## src/rtl/i2c_tgt_pkg.sv

```systemverilog
package i2c_tgt_pkg;

  typedef enum logic [2:0] {
    ST_IDLE,
    ST_RX,
    ST_ACK_SETUP,
    ST_ACK,
    ST_TX,
    ST_MACK,
    ST_MACK_WAIT,
    ST_IGNORE
  } tgt_state_e;

  typedef enum logic [1:0] {
    BY_ADDR,
    BY_PTR,
    BY_DATA
  } byte_kind_e;

  typedef struct packed {
    logic scl;
    logic sda;
    logic scl_rise;
    logic scl_fall;
    logic start;
    logic stop;
  } bus_evt_t;

endpackage

```

## src/rtl/i2c_line_sync.sv

```systemverilog
module i2c_line_sync #(
  parameter int STAGES = 2
) (
  input  logic                  clk,
  input  logic                  rst,
  input  logic                  scl_i,
  input  logic                  sda_i,
  output i2c_tgt_pkg::bus_evt_t evt
);

  logic [STAGES-1:0] scl_pipe;
  logic [STAGES-1:0] sda_pipe;
  logic              scl_q;
  logic              sda_q;
  logic              scl_now;
  logic              sda_now;

  always_ff @(posedge clk) begin
    if (rst) begin
      scl_pipe <= '1;
      sda_pipe <= '1;
      scl_q    <= 1'b1;
      sda_q    <= 1'b1;
    end else begin
      scl_pipe <= {scl_pipe[STAGES-2:0], scl_i};
      sda_pipe <= {sda_pipe[STAGES-2:0], sda_i};
      scl_q    <= scl_pipe[STAGES-1];
      sda_q    <= sda_pipe[STAGES-1];
    end
  end

  assign scl_now = scl_pipe[STAGES-1];
  assign sda_now = sda_pipe[STAGES-1];

  always_comb begin
    evt.scl      = scl_now;
    evt.sda      = sda_now;
    evt.scl_rise = scl_now & ~scl_q;
    evt.scl_fall = ~scl_now & scl_q;
    evt.start    = scl_now & scl_q & sda_q & ~sda_now;
    evt.stop     = scl_now & scl_q & ~sda_q & sda_now;
  end

endmodule

```

## src/rtl/i2c_busy_timer.sv

```systemverilog
module i2c_busy_timer #(
  parameter int BUSY_CYCLES = 1000,
  localparam int CW = $clog2(BUSY_CYCLES + 1)
) (
  input  logic          clk,
  input  logic          rst,
  input  logic          load,
  output logic          busy,
  output logic [CW-1:0] count
);

  always_ff @(posedge clk) begin
    if (rst)
      count <= '0;
    else if (load)
      count <= CW'(BUSY_CYCLES);
    else if (count != '0)
      count <= count - 1'b1;
  end

  assign busy = (count != '0);

endmodule

```

## src/rtl/i2c_reg_bank.sv

```systemverilog
module i2c_reg_bank #(
  parameter int NREGS = 8,
  parameter int DW    = 8,
  localparam int AW   = (NREGS > 1) ? $clog2(NREGS) : 1
) (
  input  logic          clk,
  input  logic          we,
  input  logic [AW-1:0] waddr,
  input  logic [DW-1:0] wdata,
  input  logic [AW-1:0] raddr,
  output logic [DW-1:0] rdata
);

  logic [DW-1:0] mem [NREGS];

  always_ff @(posedge clk) begin
    if (we)
      mem[waddr] <= wdata;
    rdata <= mem[raddr];
  end

endmodule

```

## src/rtl/i2c_regbank_target.sv

```systemverilog
module i2c_regbank_target #(
  parameter logic [6:0] DEV_ADDR    = 7'h3A,
  parameter int         NREGS       = 8,
  parameter int         BUSY_CYCLES = 1000,
  parameter int         SYNC_STAGES = 2
) (
  input  logic clk,
  input  logic rst,
  input  logic scl_i,
  input  logic sda_i,
  output logic scl_low_o,
  output logic sda_low_o
);

  localparam int PTR_W = (NREGS > 1) ? $clog2(NREGS) : 1;
  localparam int CW    = $clog2(BUSY_CYCLES + 1);

  i2c_tgt_pkg::bus_evt_t   evt;
  i2c_tgt_pkg::tgt_state_e state;
  i2c_tgt_pkg::byte_kind_e kind;

  logic [3:0]       bitcnt;
  logic [7:0]       shreg;
  logic [7:0]       byte_now;
  logic [7:0]       txbuf;
  logic [7:0]       rdata;
  logic [PTR_W-1:0] ptr;
  logic [PTR_W-1:0] ptr_next;
  logic             is_read;
  logic             dirty;
  logic             busy;
  logic [CW-1:0]    busy_cnt;
  logic             busy_load;
  logic             we;
  logic             engaged;
  logic             scl_sync;
  logic             st_idle;
  logic             st_ignore;

  i2c_line_sync #(.STAGES(SYNC_STAGES)) u_sync (
    .clk   (clk),
    .rst   (rst),
    .scl_i (scl_i),
    .sda_i (sda_i),
    .evt   (evt)
  );

  i2c_busy_timer #(.BUSY_CYCLES(BUSY_CYCLES)) u_busy (
    .clk   (clk),
    .rst   (rst),
    .load  (busy_load),
    .busy  (busy),
    .count (busy_cnt)
  );

  i2c_reg_bank #(.NREGS(NREGS), .DW(8)) u_bank (
    .clk   (clk),
    .we    (we),
    .waddr (ptr),
    .wdata (byte_now),
    .raddr (ptr),
    .rdata (rdata)
  );

  assign byte_now  = {shreg[6:0], evt.sda};
  assign ptr_next  = (ptr == PTR_W'(NREGS - 1)) ? '0 : ptr + 1'b1;
  assign busy_load = (evt.start | evt.stop) & dirty;
  assign scl_sync  = evt.scl;
  assign st_idle   = (state == i2c_tgt_pkg::ST_IDLE);
  assign st_ignore = (state == i2c_tgt_pkg::ST_IGNORE);

  // a register write lands on the eighth rising edge of a data byte
  assign we = (state == i2c_tgt_pkg::ST_RX) && (kind == i2c_tgt_pkg::BY_DATA) &&
              evt.scl_rise && (bitcnt == 4'd7) && !evt.start && !evt.stop;

  // the target counts as engaged once its own address has been matched
  always_comb begin
    case (state)
      i2c_tgt_pkg::ST_ACK_SETUP,
      i2c_tgt_pkg::ST_ACK,
      i2c_tgt_pkg::ST_TX,
      i2c_tgt_pkg::ST_MACK,
      i2c_tgt_pkg::ST_MACK_WAIT: engaged = 1'b1;
      i2c_tgt_pkg::ST_RX:        engaged = (kind != i2c_tgt_pkg::BY_ADDR);
      default:                   engaged = 1'b0;
    endcase
  end

  always_ff @(posedge clk) begin
    if (rst) begin
      state     <= i2c_tgt_pkg::ST_IDLE;
      kind      <= i2c_tgt_pkg::BY_ADDR;
      bitcnt    <= '0;
      shreg     <= '0;
      txbuf     <= '0;
      ptr       <= '0;
      is_read   <= 1'b0;
      dirty     <= 1'b0;
      sda_low_o <= 1'b0;
      scl_low_o <= 1'b0;
    end else begin
      scl_low_o <= busy && !evt.scl && engaged;

      if (busy_load)
        dirty <= 1'b0;
      else if (we)
        dirty <= 1'b1;

      if (evt.stop) begin
        state     <= i2c_tgt_pkg::ST_IDLE;
        sda_low_o <= 1'b0;
      end else if (evt.start) begin
        state     <= i2c_tgt_pkg::ST_RX;
        kind      <= i2c_tgt_pkg::BY_ADDR;
        bitcnt    <= '0;
        sda_low_o <= 1'b0;
      end else begin
        case (state)
          i2c_tgt_pkg::ST_RX: begin
            if (evt.scl_rise) begin
              shreg <= byte_now;
              if (bitcnt == 4'd7) begin
                bitcnt <= '0;
                case (kind)
                  i2c_tgt_pkg::BY_ADDR: begin
                    if (byte_now[7:1] == DEV_ADDR) begin
                      is_read <= byte_now[0];
                      state   <= i2c_tgt_pkg::ST_ACK_SETUP;
                    end else begin
                      state   <= i2c_tgt_pkg::ST_IGNORE;
                    end
                  end
                  i2c_tgt_pkg::BY_PTR: begin
                    ptr   <= PTR_W'(byte_now % NREGS);
                    state <= i2c_tgt_pkg::ST_ACK_SETUP;
                  end
                  default: begin
                    ptr   <= ptr_next;
                    state <= i2c_tgt_pkg::ST_ACK_SETUP;
                  end
                endcase
              end else begin
                bitcnt <= bitcnt + 1'b1;
              end
            end
          end

          i2c_tgt_pkg::ST_ACK_SETUP: begin
            if (evt.scl_fall) begin
              sda_low_o <= 1'b1;
              state     <= i2c_tgt_pkg::ST_ACK;
            end
          end

          i2c_tgt_pkg::ST_ACK: begin
            if (evt.scl_fall) begin
              bitcnt <= '0;
              if (kind == i2c_tgt_pkg::BY_ADDR && is_read) begin
                txbuf     <= rdata;
                sda_low_o <= ~rdata[7];
                state     <= i2c_tgt_pkg::ST_TX;
              end else begin
                sda_low_o <= 1'b0;
                state     <= i2c_tgt_pkg::ST_RX;
                kind      <= (kind == i2c_tgt_pkg::BY_ADDR) ? i2c_tgt_pkg::BY_PTR
                                                            : i2c_tgt_pkg::BY_DATA;
              end
            end
          end

          i2c_tgt_pkg::ST_TX: begin
            if (evt.scl_rise) begin
              if (bitcnt == 4'd7)
                ptr <= ptr_next;
              bitcnt <= bitcnt + 1'b1;
            end else if (evt.scl_fall) begin
              if (bitcnt == 4'd8) begin
                sda_low_o <= 1'b0;
                state     <= i2c_tgt_pkg::ST_MACK;
              end else begin
                sda_low_o <= ~txbuf[6];
                txbuf     <= {txbuf[6:0], 1'b0};
              end
            end
          end

          i2c_tgt_pkg::ST_MACK: begin
            if (evt.scl_rise)
              state <= evt.sda ? i2c_tgt_pkg::ST_IGNORE : i2c_tgt_pkg::ST_MACK_WAIT;
          end

          i2c_tgt_pkg::ST_MACK_WAIT: begin
            if (evt.scl_fall) begin
              txbuf     <= rdata;
              sda_low_o <= ~rdata[7];
              bitcnt    <= '0;
              state     <= i2c_tgt_pkg::ST_TX;
            end
          end

          default: begin
            sda_low_o <= 1'b0;
          end
        endcase
      end
    end
  end

endmodule

```

## config.mk

```make
export PLATFORM = sky130hd
export DESIGN_NAME = i2c_regbank_target
export DESIGN_NICKNAME = d
export VERILOG_FILES = /design/src/rtl/i2c_tgt_pkg.sv /design/src/rtl/i2c_line_sync.sv /design/src/rtl/i2c_busy_timer.sv /design/src/rtl/i2c_reg_bank.sv /design/src/rtl/i2c_regbank_target.sv
export SDC_FILE = /design/constraint.sdc
export NUM_CORES = 1
export LEC_CHECK = 0
export BUFFER_PORTS_ARGS = -buffer_cell sky130_fd_sc_hd__buf_2
export CELL_PAD_IN_SITES_DETAIL_PLACEMENT = 1
export CELL_PAD_IN_SITES_GLOBAL_PLACEMENT = 1
export CORE_MARGIN = 1.5
export CORE_UTILIZATION = 55
export DETAILED_ROUTE_END_ITERATION = 8
export GPL_TIMING_DRIVEN = 1
export HOLD_SLACK_MARGIN = 0.1
export MAX_ROUTING_LAYER = met4
export PLACE_DENSITY_LB_ADDON = 0.1
export SLEW_MARGIN = 20
export SYNTH_ARGS = -nofsm -noshare
export SYNTH_HDL_FRONTEND = slang
export SYNTH_SLANG_ARGS = --single-unit
```

## constraint.sdc

```tcl
create_clock -name clk -period 4.87 [get_ports clk]
set_clock_uncertainty 0.1 [all_clocks]
set_input_delay 0.487 -clock clk [delete_from_list [all_inputs] [get_ports clk]]
set_output_delay 0.487 -clock clk [all_outputs]
set_load 0.01 [all_outputs]
```

### Yosys cells after proc, flatten, opt, wreduce, memory -nomap -nowiden

Memories as Yosys holds them, arrays and structs flattened. A register that Yosys moved wholly into a read port is not among the register bits.
Cells that the tools add are included.

| operators by class | value |
|---|---|
| bitwise logic cells | 18 |
| equality and inequality tests | 38 |
| add/subtract/negate cells | 3 |
| reduce and logical (&&, ||, !) cells | 37 |
| mux-type cells | 53 |

Operators with widths:

| cell | number |
|---|---|
| two-way mux 3 bit | 17 |
| two-way mux 7 bit | 6 |
| != test 2 bit, second input constant | 14 |
| != test 3 bit, second input constant | 9 |
| one-hot mux 7 bit (3 select lines) | 1 |
| two-way mux 10 bit | 2 |
| two-way mux 4 bit | 5 |
| AND reduction 10 bit | 2 |
| one-hot mux 3 bit (6 select lines) | 1 |
| equality test 3 bit, second input constant | 4 |
| one-hot mux 3 bit (2 select lines) | 2 |
| one-hot mux 4 bit (3 select lines) | 1 |
| two-way mux 1 bit | 11 |
| two-way mux 2 bit | 5 |
| nonzero test 10 bit | 1 |
| nonzero test 2 bit | 5 |
| subtractor 10 x 1 -> 10 bit, second input constant | 1 |
| inverter 1 bit | 9 |
| AND reduction 9 bit | 1 |
| AND 1 bit | 8 |
| logical AND 1 bit | 8 |
| AND reduction 4 bit | 2 |
| AND reduction 8 bit | 1 |
| OR reduction 2 bit | 4 |
| 26 further kinds | 29 |

| storage, ports and cells | value |
|---|---|
| RAM bits | 64 |
| memories kept | 1 |
| register bits after elaboration | 46 |

Memory list:

| memory | depth | width | read ports | clocked after memory_dff | write ports | line | source |
|---|---|---|---|---|---|---|---|
| u_bank.mem | 8 | 8 | 1 | 1 | 1 | i2c_reg_bank.sv:14 | `logic [DW-1:0] mem [NREGS];` |

### Logic depth before layout (Yosys ltp)

Gate-level depths: netlist (run 1).

| logic depth | value |
|---|---|
| word-level depth | 8 |
| depth in mapped cells | 9 |
| gate-level depth less buffers | 7 |

### By module

Synthesis (run 1) repeated with hierarchy kept, for this count alone.

| second synthesis, totals | value |
|---|---|
| cell total of the unflattened synthesis | 412 |
| area, all modules | 5227.5 sq um |

By module, submodules not included:

| module | cells an instance | instances | sequential area each (sq um) | area each (sq um) |
|---|---|---|---|---|
| i2c_reg_bank | 114 | 1 | 2082.0 | 2691.3 |
| i2c_regbank_target | 223 | 1 | 600.6 | 1810.5 |
| i2c_busy_timer | 57 | 1 | 200.2 | 520.5 |
| i2c_line_sync | 18 | 1 | 120.1 | 205.2 |

### Worst setup path before layout (run 1)

Ideal clock, no wire load.

| timing | value |
|---|---|
| path kind | register to register |
| start | reg u_sync.scl_pipe[1] |
| end | mem u_bank.mem[0][0], enable pin |
| period minus slack after synthesis | 2694 ps |
| arrival time | 2211 ps |
| path slack | 2176 ps |
| cell stages (with the launch flop) | 6 |
| cell sequence | dfxtp_1 -> nor3b_1 -> nand3_2 -> nor4b_1 -> nand2_1 -> nor3_1 |

| on the way | value |
|---|---|
| cells in the longest elaborated chain, start to end | 8 |

Ends and longest elaborated chain:

| element | line | source |
|---|---|---|
| start: declaration | i2c_line_sync.sv:11 | `logic [STAGES-1:0] scl_pipe;` |
| start signal: assignment | i2c_line_sync.sv:25 | `scl_pipe <= {scl_pipe[STAGES-2:0], scl_i};` |
| AND 1 bit | i2c_line_sync.sv:40, i2c_line_sync.sv:41 |  |
| AND 1 bit (2 in a row) | i2c_line_sync.sv:40 | `evt.start = scl_now & scl_q & sda_q & ~sda_now;` |
| zero test 1 bit | i2c_regbank_target.sv:74 | `evt.scl_rise && (bitcnt == 4'd7) && !evt.start && !evt.stop;` |
| logical AND 1 bit | i2c_regbank_target.sv:74 |  |
| logical AND 1 bit (*) | i2c_regbank_target.sv:74 |  |
| two-way mux 1 bit (*) | i2c_reg_bank.sv:17 | `if (we)` |
| two-way mux 1 bit (implied by the code) (*) | i2c_reg_bank.sv:18 | `mem[waddr] <= wdata;` |
| end: declaration | i2c_reg_bank.sv:14 |  |

Mark *: on every way between the ends. The rest lies on a longest branch, timed or not.

### Worst setup path in the final report (run 1)

| timing | value |
|---|---|
| start | reg state[1] |
| end | mem u_bank.mem[0][5], enable pin |

| on the way | value |
|---|---|
| cells in the longest elaborated chain, start to end | 8 |

Ends and longest elaborated chain:

| element | line | source |
|---|---|---|
| start: declaration | i2c_regbank_target.sv:19 | `i2c_tgt_pkg::tgt_state_e state;` |
| start signal: assignment | i2c_regbank_target.sv:91 | `state <= i2c_tgt_pkg::ST_IDLE;` |
| start signal: assignment | i2c_regbank_target.sv:110 | `state <= i2c_tgt_pkg::ST_IDLE;` |
| start signal: assignment | i2c_regbank_target.sv:113 | `state <= i2c_tgt_pkg::ST_RX;` |
| equality test 3 x 1 -> 1 bit | i2c_regbank_target.sv:73 | `assign we = (state == i2c_tgt_pkg::ST_RX) && (kind == i2c_tgt_pkg::BY_DATA) &&` |
| logical AND 1 bit (2 in a row) | i2c_regbank_target.sv:73 |  |
| logical AND 1 bit (3 in a row) | i2c_regbank_target.sv:74 |  |
| two-way mux 1 bit | i2c_reg_bank.sv:17 |  |
| two-way mux 1 bit (implied by the code) | i2c_reg_bank.sv:18 |  |

Every way passes these cells.

==> flow_summary.yaml, run 1 <==
cts:
  clk_pin_slew_ps: 60
  numClockSinks: 118
  clock_latency_ps: 530
  tritoncts: "built"
  htreeDepth: 4
  cts_resized: 0
  root_buffer: "clkbuf_8"
  cts_buffer_depth: 2
  cts_buffers: 17
floorplanning:
  die_w_um: 98.2
  placementRows: 34
  core_mm2: 0.00876
  start_util_pct: 56.9
  die_h_um: 98.2
  io_pins: 6
  dieArea_mm2: 0.00965
timing:
  finalHoldViolations: 0
  rsz0062_at_grt: "no"
  finalWorstSetupSlack_ps: 1230
  fin_crit_ps: 3640
  setup_viol: 0
  fmaxAchievable_mhz: 274
  worst_hold_slack_ps: 307
  setup_tns_ps: 0
  relSlewSlack_pct: 31.1
  drv_slew: 0
  fin_crit_sh_pct: 74.8
  worst_pin_slew_ps: 1030
synth:
  synth_top_flop_cell: "edfxtp_1"
  synth.largest_area_cell: "edfxtp_1"
  ys_async_sr_fraction_pct: 0
  syn_avg_cell_area_um2: 12.3
  synth_edf_count: 64
  ys_ff_latch: 118
  yosys_warnings: 0
  synth_top_area_share_pct: 38.5
  netlist_instances: 405
  yosysSeqAreaShare_pct: 60.2
  syn_nets: 414
  syn_area_mm2: 0.00499
  synth_cell_types: 55
  synth_area_leaders: "edfxtp_1 (39%), dfxtp_1 (22%), mux2i_1 (4.2%)"
power:
  power.density_mw_per_mm2: 444
  p_leak_uw: 0.00198
  swShare_pct: 22.4
  pwr-share-comb_pct: 7.5
  ir_worst_vdd_v: 0.000343
  pwr-share-seq_pct: 43.3
  p_switching_uw: 569
  intPower_uw: 1970
  pwr-share-clk_pct: 49.2
grt:
  antenna_found_initial: 0
  grtUsageTotal_pct: 28.4
  grt_max_degree: 44
  grt_pass1_wl_um: 19700
  overflow: 0
  grt_pass1_vias: 3380
finish:
  drive_gt1_share_pct: 18.3
  syn_to_final_growth_pct: 14.6
  fillers: 850
  finalInstanceArea_mm2: 0.00571
  fin_nets: 422
  seqCellArea_mm2: 0.00300
  multiInputGateArea_mm2: 0.00186
  diodes: 0
setup_path:
  crit_arrival_ps: 3680
  crit_type: "reg2reg"
  slowest_stage: "nor3_1"
  endpoint_kind: "flop"
  crit_required_ps: 4910
  start_kind: "flop"
  slowest_delay_ps: 840
  cp_top_family: "simple AND/OR/NAND/NOR gates"
  worstPathCellList: "nor3b_1 > nand3_2 > nor4b_1 > nand2_1 > nor3_1"
  critPathBufInv: 0
  cp.depth: 5
  reg2regPathDepth: 5
  crit_fanout: 16
drt:
  via_per_inst: 6.16
  drcViolationCount: 0
  ant_nets: 0
  vias: 3288
  drt_first_iter_violations: 203
  routed_wl_um: 12000
  post_drt_wl_per_cell_um: 22.6
  drtPass1Iterations: 4
placement:
  hpwl_um: 7360
  place_congestion: 0.843
  preCtsSetupSlack_ps: 1240
  postPlaceCellArea_mm2: 0.00509
  portBuffers: 5
run:
  drv_cap: 0
status:
  outcome: "finished clean"
min_path:
  hold_path_class: "reg2reg"
  hold-path-cell-count: 1
## path summary, 6_finish.rpt
| check | slack, ps | start | endpoint |
|---|---|---|---|
| worst max-delay path | 1230 | state[1]$_SDFFE_PP0P_ | u_bank.mem[0][5]$_DFFE_PP_ |
| worst min-delay path | 310 | u_sync.scl_pipe[0]$_SDFF_PP1_ | u_sync.scl_pipe[1]$_SDFF_PP1_ |
| worst max register to register | 1230 | state[1]$_SDFFE_PP0P_ | u_bank.mem[0][5]$_DFFE_PP_ |
| worst min register to register | 310 | u_sync.scl_pipe[0]$_SDFF_PP1_ | u_sync.scl_pipe[1]$_SDFF_PP1_ |
## per-stage QoR
stage | total power [uW] | instances | utilization (%)
floorplan | 1270 | 405 | -
global route | 2630 | 534 | 65.2
detailed placement | 1310 | 500 | 58.1
global placement | 1290 | 500 | 58.1
CTS | 2560 | 534 | 65.1
finish | 2540 | 534 | 65.2
## placed cells by master, fill, tap and decap left out, types with 3 or more instances in the layout
| cell type | Yosys | layout |
|---|---|---|
| a211oi_1 | 7 | 7 |
| a211oi_2 | 3 | 3 |
| a21oi_1 | 16 | 16 |
| a22oi_1 | 5 | 5 |
| a31oi_1 | 6 | 6 |
| and2_1 | 3 | 3 |
| and3b_1 | 4 | 4 |
| buf_2 | 4 | 5 |
| buf_4 | 1 | 5 |
| clkbuf_1 | 15 | 3 |
| clkbuf_16 | 0 | 17 |
| clkbuf_8 | 0 | 5 |
| clkinv_2 | 0 | 3 |
| dfxtp_1 | 54 | 54 |
| edfxtp_1 | 64 | 64 |
| ha_1 | 5 | 5 |
| inv_1 | 8 | 8 |
| mux2_2 | 12 | 12 |
| mux2i_1 | 21 | 21 |
| mux4_2 | 8 | 8 |
| nand2_1 | 20 | 20 |
| nand2b_1 | 5 | 5 |
| nand3_1 | 5 | 5 |
| nand3b_1 | 3 | 3 |
| nor2_1 | 36 | 36 |
| nor2b_1 | 7 | 7 |
| nor3_1 | 14 | 13 |
| nor3b_1 | 7 | 7 |
| nor4_1 | 4 | 4 |
| o211ai_1 | 4 | 4 |
| o21ai_0 | 15 | 15 |
| or2_2 | 8 | 8 |
| or4_1 | 3 | 3 |
| xnor2_1 | 5 | 5 |
## final cells by class
class | count | area share [%]
timing repair buffer | 12 | 1.45
inverter | 8 | 0.526
tap | 108 | 2.37
multi-input combinational | 256 | 32.6
sequential | 118 | 52.6
clock buffer | 25 | 8.85
clock inverter | 7 | 1.62
## power groups by stage
stage	Combinational (uW)	Sequential, uW	Clock, uW
after floorplan	161	1110	0
after global placement	177	1120	0
after detailed placement	187	1120	0
after CTS	191	1100	1270
after global routing	217	1100	1310
final	189	1100	1250
## cells by family (layout without fill, tap and decap cells)
kind of cell / count (synthesis) / in the layout / share of synthesized area [%]
buffers and inverters: 31 / 52 / 2.51
adders and majority gates: 5 / 5 / 1.25
xor gates and xnor gates: 7 / 7 / 1.23
AOI/OAI and AO/OA: 69 / 69 / 9.46
muxes: 41 / 41 / 10.5
DFF: 118 / 118 / 60.2
and+or+nand+nor: 134 / 134 / 14.8
## registers in the layout (all words and copies together) (netlist names)
register         count
scl_low_o            1
shreg                7
txbuf                7
ptr                  3
dirty                1
u_bank.rdata         8
u_busy.count        10
sda_low_o            1
u_sync.scl_pipe      2
u_sync.sda_q         1
u_sync.sda_pipe      2
is_read              1
bitcnt               4
kind                 2
u_sync.scl_q         1
u_bank.mem          64
state                3
## cell usage after synthesis, types with 2 or more instances
cell type	instances
ha_1	5
a31oi_1	6
and3_1	2
nor4_1	4
dfxtp_1	54
buf_1	3
or3b_2	2
nor3_1	14
mux2i_1	21
mux4_2	8
nand3b_1	3
clkbuf_1	15
o21ai_0	15
and3b_1	4
nor2_1	36
xor2_1	2
xnor2_1	5
inv_1	8
a22oi_1	5
edfxtp_1	64
nand3_1	5
nor3b_1	7
a211oi_1	7
or4_1	3
o221ai_1	2
nand2b_1	5
mux2_2	12
a221o_1	2
nand4b_1	2
a21oi_1	16
a211oi_2	3
nor2b_1	7
or2_2	8
buf_2	4
nand2_1	20
or4b_2	2
o211ai_1	4
and2_1	3
## layer usage
layer,part of all wire [%],global-route usage (%)
met3,4.9,6.87
met4,1.7,10.8
met5,0,-
met2,49,42.7
met1,45,37.7
## repair_timing
item                      4_1_cts  5_1_grt
hold endpoints to repair        2        0
buffers inserted                0        0
hold buffers                    2        0
## worst reg2reg max path: stages (launching register included)
cell and delay, ps:
dfxtp_1 470, nor3b_1 480, nand3_2 340, nor4b_1 760
nand2_1 270, nor3_1 840
(Power assumes the default switching activity.)
==> run 2: changes to the inputs <==
Settings changed: ABC_AREA from default to 1, CORE_UTILIZATION 55 to 44.
Clock period 4.87 ns to 3.1 ns, I/O delays scaled along.
==> flow_summary.yaml, run 2 <==
timing:
  worst_pin_slew_ps: 661
  fin_crit_ps: 2590
  finalHoldViolations: 0
  setup_tns_ps: 0
  drv_slew: 0
  fin_crit_sh_pct: 83.5
  rsz0062_at_grt: "no"
  setup_viol: 0
  fmaxAchievable_mhz: 387
  relSlewSlack_pct: 55.8
grt:
  grt_max_degree: 24
  overflow: 0
  grtUsageTotal_pct: 25.0
  antenna_found_initial: 0
  grt_pass1_wl_um: 22900
  grt_pass1_vias: 4260
finish:
  drive_gt1_share_pct: 12.1
  multiInputGateArea_mm2: 0.00191
  reg_top3: "u_bank.mem x64, u_busy.count x10, u_bank.rdata x8"
  diodes: 0
  syn_to_final_growth_pct: 14.9
  seqCellArea_mm2: 0.00300
  stdcell_count: 756
  mostFrequentLayoutCell: "nand2_1"
  top_register: "u_bank.mem"
  largest_reg_flops: 64
  fin_nets: 609
  mostFrequentLayoutCells: "nand2_1 (124), nor2_1 (79), inv_1 (68), edfxtp_1 (64), dfxtp_1 (54)"
  fillers: 1325
setup_path:
  endpoint_kind: "flop"
  crit_fanout: 15
  crit_required_ps: 3040
  cp.depth: 4
  crit_start: "state[0]$_SDFFE_PP0P_"
  critPathBufInv: 0
  cp-endpoint: "u_bank.mem[1][3]$_DFFE_PP_"
  slowest_delay_ps: 640
  r2r_slack_ps: 510
  r2r_end: "u_bank.mem[1][3]$_DFFE_PP_"
  reg2reg_from: "state[0]$_SDFFE_PP0P_"
  cp_top_family: "simple AND/OR/NAND/NOR gates"
  worstPathCellList: "nand3_4 > nor2_4 > nand4_2 > nor2_1"
  crit_arrival_ps: 2530
  start_kind: "flop"
  slowest_stage: "nor2_1"
  crit_type: "reg2reg"
  reg2regPathDepth: 4
cts:
  post_cts_buffers: 0
  tritoncts: "built"
  cts_buffers: 17
  htreeDepth: 4
  clock_latency_ps: 420
  numClockSinks: 118
  root_buffer: "clkbuf_16"
  cts_buffer_depth: 2
  clk_pin_slew_ps: 60
synth:
  yosysSeqAreaShare_pct: 56.9
  yosys_warnings: 0
  synth_edf_count: 64
  synth_top_area_share_pct: 36.4
  netlist_instances: 583
  synth_top_flop_cell: "edfxtp_1"
  synth_common_cells: "nand2_1 (124), nor2_1 (79), inv_1 (68)"
  synth_area_leaders: "edfxtp_1 (36%), dfxtp_1 (20%), nand2_1 (8.8%)"
  syn_nets: 592
  syn_avg_cell_area_um2: 9.05
  synth.most_common_cell: "nand2_1"
  syn_area_mm2: 0.00528
  synth.largest_area_cell: "edfxtp_1"
  ys_async_sr_fraction_pct: 0
  ys_ff_latch: 118
  synth_cell_types: 42
drt:
  via_per_inst: 5.31
  drtPass1Iterations: 5
  post_drt_wl_per_cell_um: 18.6
  vias: 4012
  routed_wl_um: 14100
  drt_first_iter_violations: 317
  drcViolationCount: 0
  ant_nets: 0
floorplanning:
  dieArea_mm2: 0.0127
  die_w_um: 112
  io_pins: 6
  placementRows: 39
  die_h_um: 112
  core_mm2: 0.0116
  start_util_pct: 45.6
status:
  outcome: "finished clean"
power:
  ir_worst_vdd_v: 0.000451
  power_uw: 5320
  p_leak_uw: 0.00258
  power.density_mw_per_mm2: 879
run:
  drv_cap: 0
placement:
  place_congestion: 0.860
  portBuffers: 5
  hpwl_um: 9530
  dp.cells: 722
min_path:
  hold_path_class: "in2reg"
-- run 2: changes by cell type in the layout (fill, tap and decap cells not counted), sizes merged, moves of 18 or more --
| cell | previous run | this run |
|---|---|---|
| nand3 | 6 | 39 |
| nand2 | 20 | 131 |
| mux2i | 21 | 0 |
| inv | 8 | 73 |
| o21ai | 15 | 33 |
| nor2 | 36 | 92 |
-- run 2: area by class of cell --
class                   instances  share of cell area, %
well taps                     143                   2.95
inverters                      74                   4.69
clock inverters                14                   3.43
flip-flops and latches        118                   49.5
repair buffers                  8                  0.867
multi-input cells             381                   31.4
clock buffers                  18                   7.08
-- run 2: worst register-to-register path: cells and delay by family, from the launching register on --
kind	cells	cell delay, ps
flip-flops	1	580
AND/OR/NAND/NOR	4	1540
-- run 2: report_power, final --
group	switching, uW	internal, uW	leakage (uW)	total [uW]
Combinational	825	440	0.00118	1260
Clock	713	1420	0.000311	2130
Sequential	155	1770	0.00108	1930
-- run 2: routing by layer --
metal / wire (um) / vias to the layer above / GRT usage, %
met4: 220 / 0 / 9.03
met1: 6430 / 1960 / 31.4
li1: - / 1975 / -
met3: 544 / 12 / 6.32
met5: 0 / - / -
met2: 6860 / 65 / 39.4
-- run 2: per-stage QoR --
stage	cell area [um^2]	setup slack (ps)	hold slack, ps	utilization [%]
6_report	6060	513	164	52.4
4_1_cts	6060	487	149	52.4
2_1_floorplan	5280	1200	289	-
3_3_place_gp	5400	622	307	46.7
3_5_place_dp	5400	512	304	46.7
5_1_grt	6060	259	168	52.4
-- run 2: kinds of logic after synthesis --
family | count (synthesis) | share of synthesized area [%]
fa+ha+maj | 5 | 1.19
compound gates | 86 | 9.77
xor+xnor | 2 | 0.332
buf+inv | 84 | 6.95
flops | 118 | 56.9
simple gates | 288 | 24.8
-- run 2: worst min-delay path by stage --
stage                                  start                             to  slack, ps  cells after the start
5_1_grt                                  rst   u_busy.count[3]$_SDFFE_PP0P_        170                      2
3_5_place_dp   u_sync.scl_pipe[0]$_SDFF_PP1_  u_sync.scl_pipe[1]$_SDFF_PP1_        300                      1
3_3_place_gp   u_sync.scl_pipe[0]$_SDFF_PP1_  u_sync.scl_pipe[1]$_SDFF_PP1_        310                      1
4_1_cts                                  rst   u_busy.count[3]$_SDFFE_PP0P_        150                      2
6_report                                 rst   u_busy.count[3]$_SDFFE_PP0P_        160                      2
2_1_floorplan  u_sync.scl_pipe[0]$_SDFF_PP1_  u_sync.scl_pipe[1]$_SDFF_PP1_        290                      1
-- run 2: repair_timing --
item	4_1_cts	5_1_grt
hold buffers	2	0
endpoints found under the hold margin	2	0
gates resized for setup	0	0
endpoints found under the setup margin	0	0
